### config.mk
export PLATFORM = sky130hd
export DESIGN_NAME = sio_unit
export DESIGN_NICKNAME = d
export VERILOG_FILES = /design/src/rtl/sio_pkg.sv /design/src/rtl/sio_clkdiv.sv /design/src/rtl/sio_sync.sv /design/src/rtl/sio_shifter.sv /design/src/rtl/sio_unit.sv
export SDC_FILE = /design/constraint.sdc
export NUM_CORES = 1
export LEC_CHECK = 0
export BUFFER_PORTS_ARGS = -buffer_cell sky130_fd_sc_hd__buf_2
export CAP_MARGIN = 20
export CORE_MARGIN = 2
export CORE_UTILIZATION = 39
export DETAILED_ROUTE_END_ITERATION = 12
export HOLD_SLACK_MARGIN = 0.08
export PLACE_DENSITY_LB_ADDON = 0.15
export SKIP_LAST_GASP = 1
export SLEW_MARGIN = 25
export SYNTH_ARGS = -nofsm -noshare
export SYNTH_HDL_FRONTEND = slang
export SYNTH_SLANG_ARGS = --single-unit
### constraint.sdc
create_clock -name clk -period 2.5 [get_ports clk]
set_input_delay 0.125 -clock clk [delete_from_list [all_inputs] [get_ports clk]]
set_output_delay 0.125 -clock clk [all_outputs]
set_load 0.02 [all_outputs]
### src/rtl/sio_pkg.sv
package sio_pkg;
  localparam int DATA_W      = 8;
  localparam int RATIO_W     = 2;
  localparam int DIV_LOG_MIN = 3;
  localparam int SYNC_STAGES = 2;

  localparam int MODE_RATIO_LSB = 0;
  localparam int MODE_EXT_BIT   = 2;
  localparam int MODE_ORDER_BIT = 5;

  typedef struct packed {
    logic               msb_first;
    logic               ext_clk;
    logic [RATIO_W-1:0] ratio;
  } mode_t;
endpackage

### src/rtl/sio_clkdiv.sv
module sio_clkdiv #(
  parameter int DIV_LOG_MIN = 3,
  parameter int RATIO_W     = 2
) (
  input  logic               clk,
  input  logic               rst_n,
  input  logic               main_tick,
  input  logic               sub_tick,
  input  logic               src_sel,
  input  logic [RATIO_W-1:0] ratio,
  input  logic               run,
  input  logic               restart,
  output logic               sclk_o,
  output logic               fall_evt,
  output logic               rise_evt
);
  localparam int CNT_W = DIV_LOG_MIN + (1 << RATIO_W);

  logic [CNT_W-1:0] cnt_q, cnt_d, half_m1;
  logic             sclk_q, sclk_d;
  logic             tick, hit;

  assign tick    = src_sel ? sub_tick : main_tick;
  assign half_m1 = (CNT_W'(1) << (CNT_W'(DIV_LOG_MIN - 1) + CNT_W'(ratio))) - CNT_W'(1);
  assign hit     = run && tick && (cnt_q == half_m1);

  assign fall_evt = hit && sclk_q;
  assign rise_evt = hit && !sclk_q;
  assign sclk_o   = sclk_q;

  always_comb begin
    cnt_d  = cnt_q;
    sclk_d = sclk_q;
    if (!run || restart) begin
      cnt_d  = '0;
      sclk_d = 1'b1;
    end else if (tick) begin
      if (hit) begin
        cnt_d  = '0;
        sclk_d = !sclk_q;
      end else begin
        cnt_d = cnt_q + CNT_W'(1);
      end
    end
  end

  always_ff @(posedge clk or negedge rst_n) begin
    if (!rst_n) begin
      cnt_q  <= '0;
      sclk_q <= 1'b1;
    end else begin
      cnt_q  <= cnt_d;
      sclk_q <= sclk_d;
    end
  end
endmodule

### src/rtl/sio_sync.sv
module sio_sync #(
  parameter int STAGES = 2
) (
  input  logic clk,
  input  logic rst_n,
  input  logic async_i,
  output logic rise_o,
  output logic fall_o
);
  logic [STAGES-1:0] chain_q;
  logic              prev_q;

  always_ff @(posedge clk or negedge rst_n) begin
    if (!rst_n) begin
      chain_q <= '1;
      prev_q  <= 1'b1;
    end else begin
      chain_q <= {chain_q[STAGES-2:0], async_i};
      prev_q  <= chain_q[STAGES-1];
    end
  end

  assign rise_o = chain_q[STAGES-1] && !prev_q;
  assign fall_o = !chain_q[STAGES-1] && prev_q;
endmodule

### src/rtl/sio_shifter.sv
module sio_shifter #(
  parameter int W = 8
) (
  input  logic         clk,
  input  logic         rst_n,
  input  logic         load,
  input  logic [W-1:0] load_data,
  input  logic         msb_first,
  input  logic         fall_evt,
  input  logic         rise_evt,
  input  logic         sdi,
  output logic [W-1:0] sr_o,
  output logic         sdo,
  output logic         busy_o,
  output logic         done
);
  localparam int CW = $clog2(W);

  logic [W-1:0]  sr_q, sr_d;
  logic [CW-1:0] cnt_q, cnt_d;
  logic          busy_q, busy_d;
  logic          sdo_q, sdo_d;

  always_comb begin
    sr_d   = sr_q;
    cnt_d  = cnt_q;
    busy_d = busy_q;
    sdo_d  = sdo_q;
    done   = 1'b0;
    if (load) begin
      sr_d   = load_data;
      cnt_d  = '0;
      busy_d = 1'b1;
    end else if (busy_q) begin
      if (fall_evt) begin
        sdo_d = msb_first ? sr_q[W-1] : sr_q[0];
      end
      if (rise_evt) begin
        sr_d = msb_first ? {sr_q[W-2:0], sdi} : {sdi, sr_q[W-1:1]};
        if (cnt_q == CW'(W - 1)) begin
          done   = 1'b1;
          busy_d = 1'b0;
          cnt_d  = '0;
        end else begin
          cnt_d = cnt_q + CW'(1);
        end
      end
    end
  end

  always_ff @(posedge clk or negedge rst_n) begin
    if (!rst_n) begin
      sr_q   <= '0;
      cnt_q  <= '0;
      busy_q <= 1'b0;
      sdo_q  <= 1'b0;
    end else begin
      sr_q   <= sr_d;
      cnt_q  <= cnt_d;
      busy_q <= busy_d;
      sdo_q  <= sdo_d;
    end
  end

  assign sr_o   = sr_q;
  assign sdo    = sdo_q;
  assign busy_o = busy_q;
endmodule

### src/rtl/sio_unit.sv
module sio_unit
  import sio_pkg::*;
(
  input  logic              clk,
  input  logic              rst_n,
  input  logic              main_tick,
  input  logic              sub_tick,
  input  logic              src_sel,
  input  logic              mode_wr,
  input  logic              data_wr,
  input  logic [DATA_W-1:0] wdata,
  output logic [DATA_W-1:0] shift_q,
  output logic              busy,
  output logic              irq,
  input  logic              irq_clr,
  input  logic              sclk_in,
  output logic              sclk_out,
  output logic              sclk_oe,
  input  logic              sdi,
  output logic              sdo
);
  logic [1:0] rsync_q;
  logic       rst_s_n;
  mode_t      mode_q, mode_d;
  logic       irq_q, irq_d;
  logic       int_fall, int_rise, ext_fall, ext_rise;
  logic       fall_evt, rise_evt, done;

  always_ff @(posedge clk or negedge rst_n) begin
    if (!rst_n) rsync_q <= 2'b00;
    else        rsync_q <= {rsync_q[0], 1'b1};
  end
  assign rst_s_n = rsync_q[1];

  always_comb begin
    mode_d = mode_q;
    if (mode_wr) begin
      mode_d.ratio     = wdata[MODE_RATIO_LSB +: RATIO_W];
      mode_d.ext_clk   = wdata[MODE_EXT_BIT];
      mode_d.msb_first = wdata[MODE_ORDER_BIT];
    end
    irq_d = irq_q;
    if (irq_clr) irq_d = 1'b0;
    if (done)    irq_d = 1'b1;
  end

  always_ff @(posedge clk or negedge rst_s_n) begin
    if (!rst_s_n) begin
      mode_q <= '0;
      irq_q  <= 1'b0;
    end else begin
      mode_q <= mode_d;
      irq_q  <= irq_d;
    end
  end

  sio_clkdiv #(.DIV_LOG_MIN(DIV_LOG_MIN), .RATIO_W(RATIO_W)) u_div (
    .clk(clk), .rst_n(rst_s_n), .main_tick(main_tick), .sub_tick(sub_tick),
    .src_sel(src_sel), .ratio(mode_q.ratio), .run(busy && !mode_q.ext_clk),
    .restart(data_wr), .sclk_o(sclk_out), .fall_evt(int_fall), .rise_evt(int_rise)
  );

  sio_sync #(.STAGES(SYNC_STAGES)) u_sync (
    .clk(clk), .rst_n(rst_s_n), .async_i(sclk_in), .rise_o(ext_rise), .fall_o(ext_fall)
  );

  assign fall_evt = mode_q.ext_clk ? ext_fall : int_fall;
  assign rise_evt = mode_q.ext_clk ? ext_rise : int_rise;

  sio_shifter #(.W(DATA_W)) u_shift (
    .clk(clk), .rst_n(rst_s_n), .load(data_wr), .load_data(wdata),
    .msb_first(mode_q.msb_first), .fall_evt(fall_evt), .rise_evt(rise_evt),
    .sdi(sdi), .sr_o(shift_q), .sdo(sdo), .busy_o(busy), .done(done)
  );

  assign irq     = irq_q;
  assign sclk_oe = !mode_q.ext_clk;
endmodule

Word level (Yosys, flattened, before mapping)

Index checks and enable logic that the tools add are counted.

Bitwise logic cells: 1
$add $sub $neg: 4
Equal/unequal tests: 2
Reductions and logical operators: 21
Shifts and indexed selects: 1
Multiplexer cells: 28

Operator list:

| kind                | count |
|---|---|
| $mux 8              | 4 |
| $mux 7              | 3 |
| $mux 1              | 17 |
| $mux 3              | 4 |
| $reduce_bool 2->1   | 5 |
| $add 7x1->7 const B | 1 |
| $eq 7x7->1          | 1 |
| $logic_and 1x1->1   | 7 |
| $shl 1x7->7 const A | 1 |
| $sub 7x2->7 const B | 1 |
| $logic_not 1->1     | 5 |
| $reduce_and 2->1    | 2 |
| $add 2x2->3 const A | 1 |
| $add 3x1->3 const B | 1 |
| $eq 3x3->1 const B  | 1 |
| $reduce_and 3->1    | 1 |
| $logic_or 1x1->1    | 1 |
| $not 1->1           | 1 |

Register bits: 31
Output and inout port bits: 13

Logic depth before layout (Yosys ltp)

Gate-level depths: netlist of the first run.

Depth after elaboration: 11
Depth in mapped cells: 6
Mapped depth without buffers: 5

Hierarchy

From an unflattened synthesis of the first run, not the netlist that was laid out.

Cell total of the unflattened synthesis: 157
Area total of the unflattened synthesis: 1714.1 um2

Modules (own cells, without submodules):

| module      | cells an instance | area an instance (um2) | times used | seq. area each (um2) |
|---|---|---|---|---|
| sio_shifter | 78                | 805.8                  | 1          | 325.3 |
| sio_clkdiv  | 55                | 549.3                  | 1          | 201.4 |
| sio_unit    | 19                | 265.3                  | 1          | 175.2 |
| sio_sync    | 5                 | 93.8                   | 1          | 78.8 |

Worst setup path before layout of the first run

Ideal clock, no wire load.

Path type: register to register
Start: reg u_shift.busy_q (netlist: u_shift.busy_o)
End: reg u_shift.sr_q[0] (netlist: u_shift.sr_o[0])
Required time: 2360 ps
Library setup time: 140 ps
Stages on the path, launching flop included: 7
Path slack: 639 ps
Path buffers: 1
Arrival time: 1721 ps
Cells stage by stage: dfrtp_1 > nor3b_2 > nand4b_2 > a2111o_1 > buf_6 > a221oi_2 > o31ai_2

Word-level cells in the longest chain between the ends: 7
Elaborated cells on any way between the ends: 8
Those cells by class: mux (1); reduce/logical (7)

RTL lines:

| what                                  | line              | text |
|---|---|---|
| start: declaration                    | sio_shifter.sv:21 | `logic busy_q, busy_d;` |
| start signal: assignment              | sio_shifter.sv:60 | `busy_q <= busy_d;` |
| $logic_and 1x1->1                     | sio_unit.sv:59    | `.src_sel(src_sel), .ratio(mode_q.ratio), .run(busy && !mode_q.ext_clk),` |
| $logic_and 1x1->1 (2 in a row)        | sio_clkdiv.sv:25  | `assign hit = run && tick && (cnt_q == half_m1);` |
| $logic_and 1x1->1                     | sio_clkdiv.sv:28  | `assign rise_evt = hit && !sclk_q;` |
| $mux 1                                | sio_unit.sv:68    | `assign rise_evt = mode_q.ext_clk ? ext_rise : int_rise;` |
| $reduce_bool 2->1 (no source line)    | -                 |  |
| $reduce_and 2->1 (no source line) (*) | -                 |  |
| end signal: assignment                | sio_shifter.sv:58 | `sr_q <= sr_d;` |
| end: declaration                      | sio_shifter.sv:19 | `logic [W-1:0] sr_q, sr_d;` |

Mark *: on every way between the ends. The rest lies on a longest branch, timed or not.
A chain may end at the register's enable or synchronous reset.

Worst setup path in the final report of the first run

Start: reg mode_q[2] in the netlist's numbering
End: reg u_shift.sr_q[0] (netlist: u_shift.sr_o[0])

Word-level cells in the longest chain between the ends: 8

RTL lines:

| what                                   | line             | text |
|---|---|---|
| start: declaration                     | sio_unit.sv:24   | `mode_t mode_q, mode_d;` |
| start signal: assignment               | sio_unit.sv:52   | `mode_q <= mode_d;` |
| $logic_not 1->1                        | sio_unit.sv:59   |  |
| $logic_and 1x1->1                      | sio_unit.sv:59   |  |
| $logic_and 1x1->1 (2 in a row)         | sio_clkdiv.sv:25 |  |
| $logic_and 1x1->1                      | sio_clkdiv.sv:28 |  |
| $mux 1 (*)                             | sio_unit.sv:68   |  |
| $reduce_bool 2->1 (no source line) (*) | -                |  |
| $reduce_and 2->1 (no source line) (*)  | -                |  |

Marked as above.

==> results.md, run 1 <==
- Status: completed
- Final Hold Fails: 0
- Root Buffer Master: clkbuf_8
- Worst min path class: input pin to register
- Setup TNS: 0 ps
- Synth area leader: dfrtp_1
- Layout cells sized above 1: 0.318
- CTS tree: built
- FF+latch count, synth: 31
- GP Congestion: 0.757
- DRC Markers: 0
- Final slew viol count: 0
- Crit path kind: register to register
- Worst slew margin: 0.567
- Initial antenna violation count: 0
- Die Wd: 69.2 microns
- RSZ-0062 raised after global routing: no
- Core ar.: 0.00406 sq mm
- Synth unique cells: 38
- Nets: 219
- Clock sink count: 31
- Placed insts: 230
- # diodes: 0
- # IOs: 31
- Reg clk slew, reported paths: 60 ps
- Vias: 1,335
- Synth warnings: 0
- Final wirelength: 3680 microns
- Final Cycle Share: 0.820
- TritonRoute pass-1 iters: 4
- Setup Skew: 5.18 ps
- CP arrival: 2190 ps
- Starting DRT DRC Count: 74
- First-pass GRT wire length: 6580 microns
- Post-Syn Instances: 155
- Layout area overhead: 22.0%
- Finished Layout Cells: 248
- Average wire per standard cell: 14.9 microns
- Grt ovf: 0
- Clk_lat worst skew: 280 ps
- MaxCap Viol Count: 0
- Syn Nets: 177
- Leakage: 0.000867 uW
- Minimum clock period: 2050 ps
- Largest cells by area after synthesis: dfrtp_1 (41%), a221oi_2 (6.3%), dfstp_2 (6.3%), o31ai_2 (4.5%), nand2_1 (4.1%)
- Starting density of the core: 0.408
- Routed vias/inst: 5.38
- Post-DP HPWL: 2610 microns
- CTS Buffer Depth: 2
- Seq/Total Area, Yosys: 0.471
- H-tree depth: 2
- Worst slew pin tran: 649 ps
- Syn_area_per_cell: 10.7 sq um
- Antenna Nets Post-Route: 0
- Hold Path Depth: 3
- Worst VDD drop: 303 uV
- Synth top area share: 0.408
- Post-Syn Area: 0.00166 sq mm
- Port-buffer cells: 30
- Postcts setup bufs: 0
- Num CTS Buffers: 5
- Worst-path maximum fanout: 11
- Reg2reg path depth: 5
- Number of fillers in the final layout: 394
- CP endpoint kind: register
- Fmax: 488 MHz
- Rows: 23
- Die area: 0.00479 sq mm
- Die height: 69.2 microns
- Worst endpoint required time: 2640 ps
- Total track usage: 0.171
- CP Launch Type: register
- Vias in the first global route: 1,334
- PD cells: 564 mW/mm^2
- Final Setup Violations: 0
- Largest net degree at the start of global routing: 30
metal layers:
metal  vias to the layer above  global-route usage  part of all wire
met5                         -                   0                 0
met2                        28               0.253              0.45
met4                         0              0.0588             0.012
li1                        645                   -                 -
met3                         5              0.0465             0.037
met1                       657               0.242              0.50
Yosys cell counts:
library cell,n
a21oi_1,6
nand4b_2,1
dfrtp_1,27
a2bb2oi_1,1
nand3_1,5
buf_1,1
nor3b_2,1
a221oi_1,1
o31ai_2,6
inv_1,2
buf_2,2
o21ai_1,1
xnor2_1,4
mux2i_1,1
and2_1,2
conb_1,1
o22ai_1,1
buf_6,2
nor2_1,11
ha_1,4
or3_1,2
nand4_1,2
clkbuf_1,2
a221oi_2,7
a2111o_1,1
o31ai_1,2
nor3_1,10
nand2b_1,3
a2111oi_2,1
xor2_1,2
mux2_2,5
a31oi_1,1
a21o_1,1
o21ai_0,5
nor2b_1,8
dfstp_2,4
nand2_1,18
mux2_4,1
registers in the layout, summed over array words and instances, names as in the netlist:
register,flops
u_shift.sr_o,8
u_div.cnt_q,7
u_shift.sdo,1
u_sync.prev_q,1
irq,1
rsync_q,2
u_shift.busy_o,1
u_div.sclk_o,1
u_sync.chain_q,2
u_shift.cnt_q,3
mode_q,4
critical path, cell delays in order (launching register included):
cell and delay, ps:
dfrtp_1 460, nor3b_2 210, nand4b_2 160, a2111o_1 640, a221oi_2 330, o31ai_2 100
power breakdown:
part	internal (uW)	switching, uW	leakage (uW)
Combinational	85.1	106	0.000444
Clock	197	174	0.0000395
Sequential	536	41.4	0.000383
Total	819	321	0.000867
through the flow:
stage               area [sq um]  power, uW   util  hold slack, ps  worst slack (ps)
floorplan                   1660        700      -            -171               639
global placement            1840        762  0.454           -90.4               525
detailed placement          1840        767  0.454           -88.9               464
CTS                         2020       1160  0.498            95.8               457
global route                2020       1210  0.498            94.9               273
finish                      2020       1140  0.498             104               449
area by class of cell:
type                    instances  area (sq um)  area share
multi-input cells             115           825       0.408
well taps                      50          62.6      0.0310
flip-flops and latches         31           781       0.386
inverters                       2          7.51     0.00372
clock buffers                   8          80.1      0.0396
repair buffers                 42           265       0.131
cell usage in the layout (no fill, tap or decap), types with 2 or more instances in the layout:
master / netlist / final
a21oi_1: 6 / 6
o21ai_0: 5 / 5
a221oi_2: 7 / 7
ha_1: 4 / 4
o31ai_1: 2 / 2
o31ai_2: 6 / 6
mux2_2: 5 / 5
nand2_1: 18 / 18
dfstp_2: 4 / 4
nand2b_1: 3 / 3
clkbuf_1: 2 / 3
dfrtp_1: 27 / 27
buf_2: 2 / 30
inv_1: 2 / 2
nor2b_1: 8 / 8
dlygate4sd3_1: 0 / 10
clkbuf_8: 0 / 5
xor2_1: 2 / 2
nand3_1: 5 / 5
nand4_1: 2 / 2
or3_1: 2 / 2
and2_1: 2 / 2
nor3_1: 10 / 10
xnor2_1: 4 / 4
buf_4: 0 / 2
nor2_1: 11 / 11
timing repair:
item	CTS	global route
resized for setup	0	0
hold endpoints to repair	11	0
hold buffers	10	0
path summary, 6_finish.rpt:
path | from | end | slack, ps
worst max-delay path | mode_q[2] | u_shift.sr_o[0] | 450
worst min-delay path | wdata[0] | u_shift.sr_o[0] | 100
worst max register to register | mode_q[2] | u_shift.sr_o[0] | 450
worst min register to register | rsync_q[1] | mode_q[3] | 250
max in group asynchronous | rsync_q[1] | u_sync.chain_q[1] | 1930
min in group asynchronous | rst_n | rsync_q[1] | 140
cell families (layout without fill, tap and decap cells):
logic type / after synthesis / in the layout / synth area share
simple gates: 63 / 63 / 0.192
compound gates: 34 / 34 / 0.193
flops: 31 / 31 / 0.471
buf+inv: 9 / 52 / 0.0310
mux: 7 / 7 / 0.0491
xor+xnor: 6 / 6 / 0.0317
fa+ha+maj: 4 / 4 / 0.0302
other cells: 1 / 1 / 0.00226
Power figures use the tool's default switching activity.
==> run 2, diff against run 1 <==
clock period = 2.1 ns   (was 2.5 ns; I/O delays follow)
==> results.md, run 2 (synthesis gave the netlist of run 1 again) <==
- Status: completed (unchanged)
- Num CTS Buffers: 5 (unchanged)
- Final Hold Fails: 0 (unchanged)
- CP Buf/Inv Count: 0 (unchanged)
- Final Cycle Share: 0.941 (was 0.820)
- Commonest non-fill, non-tap cell in the layout: buf_2 (unchanged)
- CP Launch Type: register (unchanged)
- Worst min path class: input pin to register (unchanged)
- # IOs: 31 (unchanged)
- # diodes: 0 (unchanged)
- Vias: 1,346 (was 1,335)
- Pre-CTS WS: 73.4 ps (was 464 ps)
- Cell chain of the critical path: xnor2_1 -> nand4_1 -> a2111o_2 -> a221oi_1 -> o31ai_1 (was nor3b_2 -> nand4b_2 -> a2111o_1 -> a221oi_2 -> o31ai_2)
- TritonRoute pass-1 iters: 4 (unchanged)
- Layout area overhead: 25.5% (was 22.0%)
- Die height: 69.2 microns (unchanged)
- Clock sink count: 31 (unchanged)
- Average wire per standard cell: 14.8 microns (was 14.9 microns)
- Worst endpoint required time: 2260 ps (was 2640 ps)
- Worst r2r src: u_div.cnt_q[4] (was mode_q[2])
- Routed vias/inst: 5.32 (was 5.38)
- Postcts setup bufs: 0 (unchanged)
- Final Setup Violations: 0 (unchanged)
- Die Wd: 69.2 microns (unchanged)
- Port-buffer cells: 30 (unchanged)
- Final slew viol count: 0 (unchanged)
- Total track usage: 0.163 (was 0.171)
- CP arrival: 2130 ps (was 2190 ps)
- Crit path kind: register to register (unchanged)
- Worst VDD drop: 442 uV (was 303 uV)
- Number of fillers in the final layout: 357 (was 394)
- Nets: 224 (was 219)
- GP Congestion: 0.806 (was 0.757)
- Leakage: 0.000903 uW (was 0.000867 uW)
- Minimum clock period: 1980 ps (was 2050 ps)
- CTS tree: built (unchanged)
- CP endpoint kind: register (unchanged)
- Kind of cell adding the most delay to the critical path: compound AO/OA/AOI/OAI gates (unchanged)
- Core Util, Final: 0.512 (was 0.498)
- Worst slew pin tran: 659 ps (was 649 ps)
- Root Buffer Master: clkbuf_8 (unchanged)
- Final worst slack: 124 ps (was 449 ps)
- H-tree depth: 2 (unchanged)
- Fmax: 506 MHz (was 488 MHz)
- Setup Skew: 7.08 ps (was 5.18 ps)
- CP max stage delay: 650 ps (was 640 ps)
- Grt ovf: 0 (unchanged)
- Vias in the first global route: 1,291 (was 1,334)
- Worst slew margin: 0.561 (was 0.567)
- MaxCap Viol Count: 0 (unchanged)
- Layout cells sized above 1: 0.350 (was 0.318)
- Final wirelength: 3750 microns (was 3680 microns)
- HP Start: wdata[0] (unchanged)
- Die area: 0.00479 sq mm (unchanged)
- Initial antenna violation count: 0 (unchanged)
- Rows: 23 (unchanged)
- PD cells: 692 mW/mm^2 (was 564 mW/mm^2)
- CTS Buffer Depth: 2 (unchanged)
- Starting density of the core: 0.408 (unchanged)
- Worst-path maximum fanout: 11 (unchanged)
- Hold Slack: 88.2 ps (was 104 ps)
- Antenna Nets Post-Route: 0 (unchanged)
- Core ar.: 0.00406 sq mm (unchanged)
- Post-DP HPWL: 2760 microns (was 2610 microns)
- DRC Markers: 0 (unchanged)
- Clk_lat worst skew: 280 ps (about the same)
- RSZ-0062 raised after global routing: yes (was no)
- CP max stage cell: a2111o_2 (was a2111o_1)
- Most frequent cells in the layout: buf_2 (30), dfrtp_1 (27), nand2_1 (18) (unchanged)
- Largest net degree at the start of global routing: 22 (was 30)
- First-pass GRT wire length: 6220 microns (was 6580 microns)
- Critical path startpoint: u_div.cnt_q[4] (was mode_q[2])
- Reg clk slew, reported paths: 70 ps (was 60 ps)
- Max reg flops: 8 (unchanged)
- Starting DRT DRC Count: 93 (was 74)
## run 2: area by class of cell
class	count	area, sq um	share of cell area
multi-input combinational	115	826	0.397
tap	50	62.6	0.0301
sequential	31	781	0.375
clock buffer	8	100	0.0481
inverter	2	7.51	0.00361
timing repair buffer	47	303	0.146
## run 2: worst reg2reg max path: stages (launching register included)
cell,delay (ps)
dfrtp_1,440
xnor2_1,180
nand4_1,180
a2111o_2,650
a221oi_1,300
o31ai_1,110
## run 2: power breakdown
part / internal (uW) / switching, uW
Clock: 299 / 219
Combinational: 107 / 130
Sequential: 638 / 47.3
## run 2: stage by stage
step                      std cells  power, uW  setup TNS, ps  instance area (sq um)
after floorplan                 155        834              0                   1660
after global placement          235        912              0                   1880
after detailed placement        235        920              0                   1880
after CTS                       253       1450              0                   2080
after global routing            253       1500          -16.0                   2080
final                           253       1440              0                   2080
## run 2: repair_timing
item / CTS / global route
gates resized for setup: 0 / 1
setup endpoints to repair: 0 / 6
endpoints found under the hold margin: 12 / 0
hold buffers: 10 / 0
## run 2: path summary, 6_finish.rpt
| check | end | slack (ps) | cells after the start |
|---|---|---|---|
| min | mode_q[0] | 90 | 2 |
| min reg2reg | mode_q[1] | 270 | 0 |
| max in group asynchronous | u_shift.sr_o[1] | 1200 | 1 |
| max | u_shift.sr_o[7] | 120 | 5 |
| max reg2reg | u_shift.sr_o[7] | 120 | 5 |
| min in group asynchronous | rsync_q[0] | 140 | 2 |
## run 2: metal layers
metal,GRT usage,part of all wire,up-vias
met2,0.246,0.47,42
met1,0.230,0.47,644
met4,0.0588,0.010,0
li1,-,-,656
met3,0.0378,0.050,4
met5,0,0,-
==> run 3, diff against run 2 <==
BUFFER_PORTS_ARGS = -buffer_cell sky130_fd_sc_hd__clkbuf_2   (was -buffer_cell sky130_fd_sc_hd__buf_2)
GPL_TIMING_DRIVEN = 0   (was unset)
==> results.md, run 3 (synthesis gave the netlist of run 1 again) <==
- Status: completed (unchanged)
- Layout cells sized above 1: 0.333 (was 0.350)
- Final slew viol count: 0 (unchanged)
- Worst slew pin tran: 692 ps (was 659 ps)
- Die height: 69.2 microns (unchanged)
- Port-buffer cells: 30 (unchanged)
- Nets: 225 (was 224)
- Root Buffer Master: clkbuf_8 (unchanged)
- Total track usage: 0.165 (was 0.163)
- Worst-path maximum fanout: 10 (was 11)
- CP endpoint kind: register (unchanged)
- Minimum clock period: 1980 ps (about the same)
- Worst min path class: input pin to register (unchanged)
- Layout area overhead: 25.6% (was 25.5%)
- Flip-flop and latch area: 782 sq um (was 781 sq um)
- CTS Buffer Depth: 2 (unchanged)
- Vias: 1,342 (was 1,346)
- Initial antenna violation count: 0 (unchanged)
- # IOs: 31 (unchanged)
- Commonest non-fill, non-tap cell in the layout: clkbuf_2 (was buf_2)
- Number of fillers in the final layout: 389 (was 357)
- First-pass GRT wire length: 6490 microns (was 6220 microns)
- TritonRoute pass-1 iters: 4 (unchanged)
- Final Cycle Share: 0.943 (was 0.941)
- # diodes: 0 (unchanged)
- Rows: 23 (unchanged)
- Fmax: 505 MHz (was 506 MHz)
- Setup Skew: 5.56 ps (was 7.08 ps)
- Crit path kind: register to register (unchanged)
- Antenna Nets Post-Route: 0 (unchanged)
- Grt ovf: 0 (unchanged)
- Core ar.: 0.00406 sq mm (unchanged)
- Multi-input gate area: 825 sq um (was 826 sq um)
- CP Launch Type: register (unchanged)
- Vias in the first global route: 1,370 (was 1,291)
- Worst slew margin: 0.539 (was 0.561)
- Die area: 0.00479 sq mm (unchanged)
- Worst VDD drop: 594 uV (was 442 uV)
- CTS tree: built (unchanged)
- Reg clk slew, reported paths: 60 ps (was 70 ps)
- Leakage: 0.000903 uW (about the same)
- MaxCap Viol Count: 0 (unchanged)
- DRC Markers: 0 (unchanged)
- Cell area after layout: 0.00208 sq mm (about the same)
- Num CTS Buffers: 5 (unchanged)
- Worst endpoint required time: 2240 ps (was 2260 ps)
- GP Congestion: 0.776 (was 0.806)
- Final Setup Violations: 0 (unchanged)
- Routed vias/inst: 5.28 (was 5.32)
- Starting density of the core: 0.408 (unchanged)
- Final Hold Fails: 0 (unchanged)
- Die Wd: 69.2 microns (unchanged)
- RSZ-0062 raised after global routing: no (was yes)
- Setup TNS: 0 ps (unchanged)
- Average wire per standard cell: 14.5 microns (was 14.8 microns)
- Clock sink count: 31 (unchanged)
- DP Area: 0.00187 sq mm (was 0.00188 sq mm)
- Postcts setup bufs: 0 (unchanged)
- Hold Path Depth: 2 (unchanged)
- Post-DP HPWL: 2650 microns (was 2760 microns)
- Clk_lat worst skew: 280 ps (about the same)
- H-tree depth: 2 (unchanged)
- CP arrival: 2120 ps (was 2130 ps)
- Most frequent cells in the layout: clkbuf_2 (30), dfrtp_1 (26), nand2_1 (18) (was buf_2 (30), dfrtp_1 (27), nand2_1 (18))
- Largest net degree at the start of global routing: 30 (was 22)
- Reg2reg path depth: 6 (was 5)
- Max reg flops: 8 (unchanged)
- Final wirelength: 3680 microns (was 3750 microns)
- Starting DRT DRC Count: 55 (was 93)
- PD cells: 688 mW/mm^2 (was 692 mW/mm^2)
## run 3: worst max-delay path, stage by stage, from the launching register on
cell	delay [ps]
dfrtp_1	440
xnor2_1	170
nand4_1	200
a2111o_1	500
buf_6	170
a221oi_2	270
o31ai_2	90
## run 3: stage by stage
stage / util / cells / power [uW] / worst slack [ps] / hold WS, ps
final: 0.513 / 254 / 1430 / 120 / 108
after global routing: 0.513 / 254 / 1500 / 18.4 / 132
after CTS: 0.513 / 254 / 1450 / 121 / 104
after detailed placement: 0.461 / 235 / 914 / 142 / -106
after global placement: 0.461 / 235 / 908 / 176 / -111
after floorplan: - / 155 / 834 / 239 / -191
## run 3: timing repair
| action | in CTS | in global routing |
|---|---|---|
| hold endpoints to repair | 14 | 0 |
| endpoints found under the setup margin | 0 | 0 |
| hold buffers | 11 | 0 |
| resized for setup | 0 | 0 |
## run 3: final timing paths
path / startpoint / endpoint / slack [ps]
min reg2reg: rsync_q[1] / u_shift.sr_o[5] / 300
max reg2reg: u_div.cnt_q[4] / u_shift.sr_o[1] / 120
min in group asynchronous: rst_n / rsync_q[0] / 150
max in group asynchronous: rsync_q[1] / u_div.cnt_q[3] / 1390
max: u_div.cnt_q[4] / u_shift.sr_o[1] / 120
min: mode_wr / mode_q[2] / 110
## run 3: area by class of cell
class                   instances  share of cell area
clock buffers                   8              0.0481
multi-input cells             115               0.396
flip-flops and latches         31               0.376
well taps                      50              0.0301
plain buffers                   7              0.0210
repair buffers                 41               0.125
inverters                       2             0.00361
## run 3: report_power, final
part	internal, uW	switching, uW	leakage, uW	total (uW)
Clock	299	215	0.0000515	513
Combinational	104	123	0.000469	227
Sequential	638	53.2	0.000382	692
Total	1040	391	0.000903	1430
## run 3: layer usage
| metal | part of all wire | wire [microns] | vias up | track usage |
|---|---|---|---|---|
| met1 | 0.49 | 1800 | 651 | 0.231 |
| met4 | 0.0073 | 27 | 0 | 0.0392 |
| met3 | 0.042 | 154 | 5 | 0.0407 |
| li1 | - | - | 654 | - |
| met2 | 0.46 | 1700 | 32 | 0.260 |
| met5 | 0 | 0 | - | 0 |
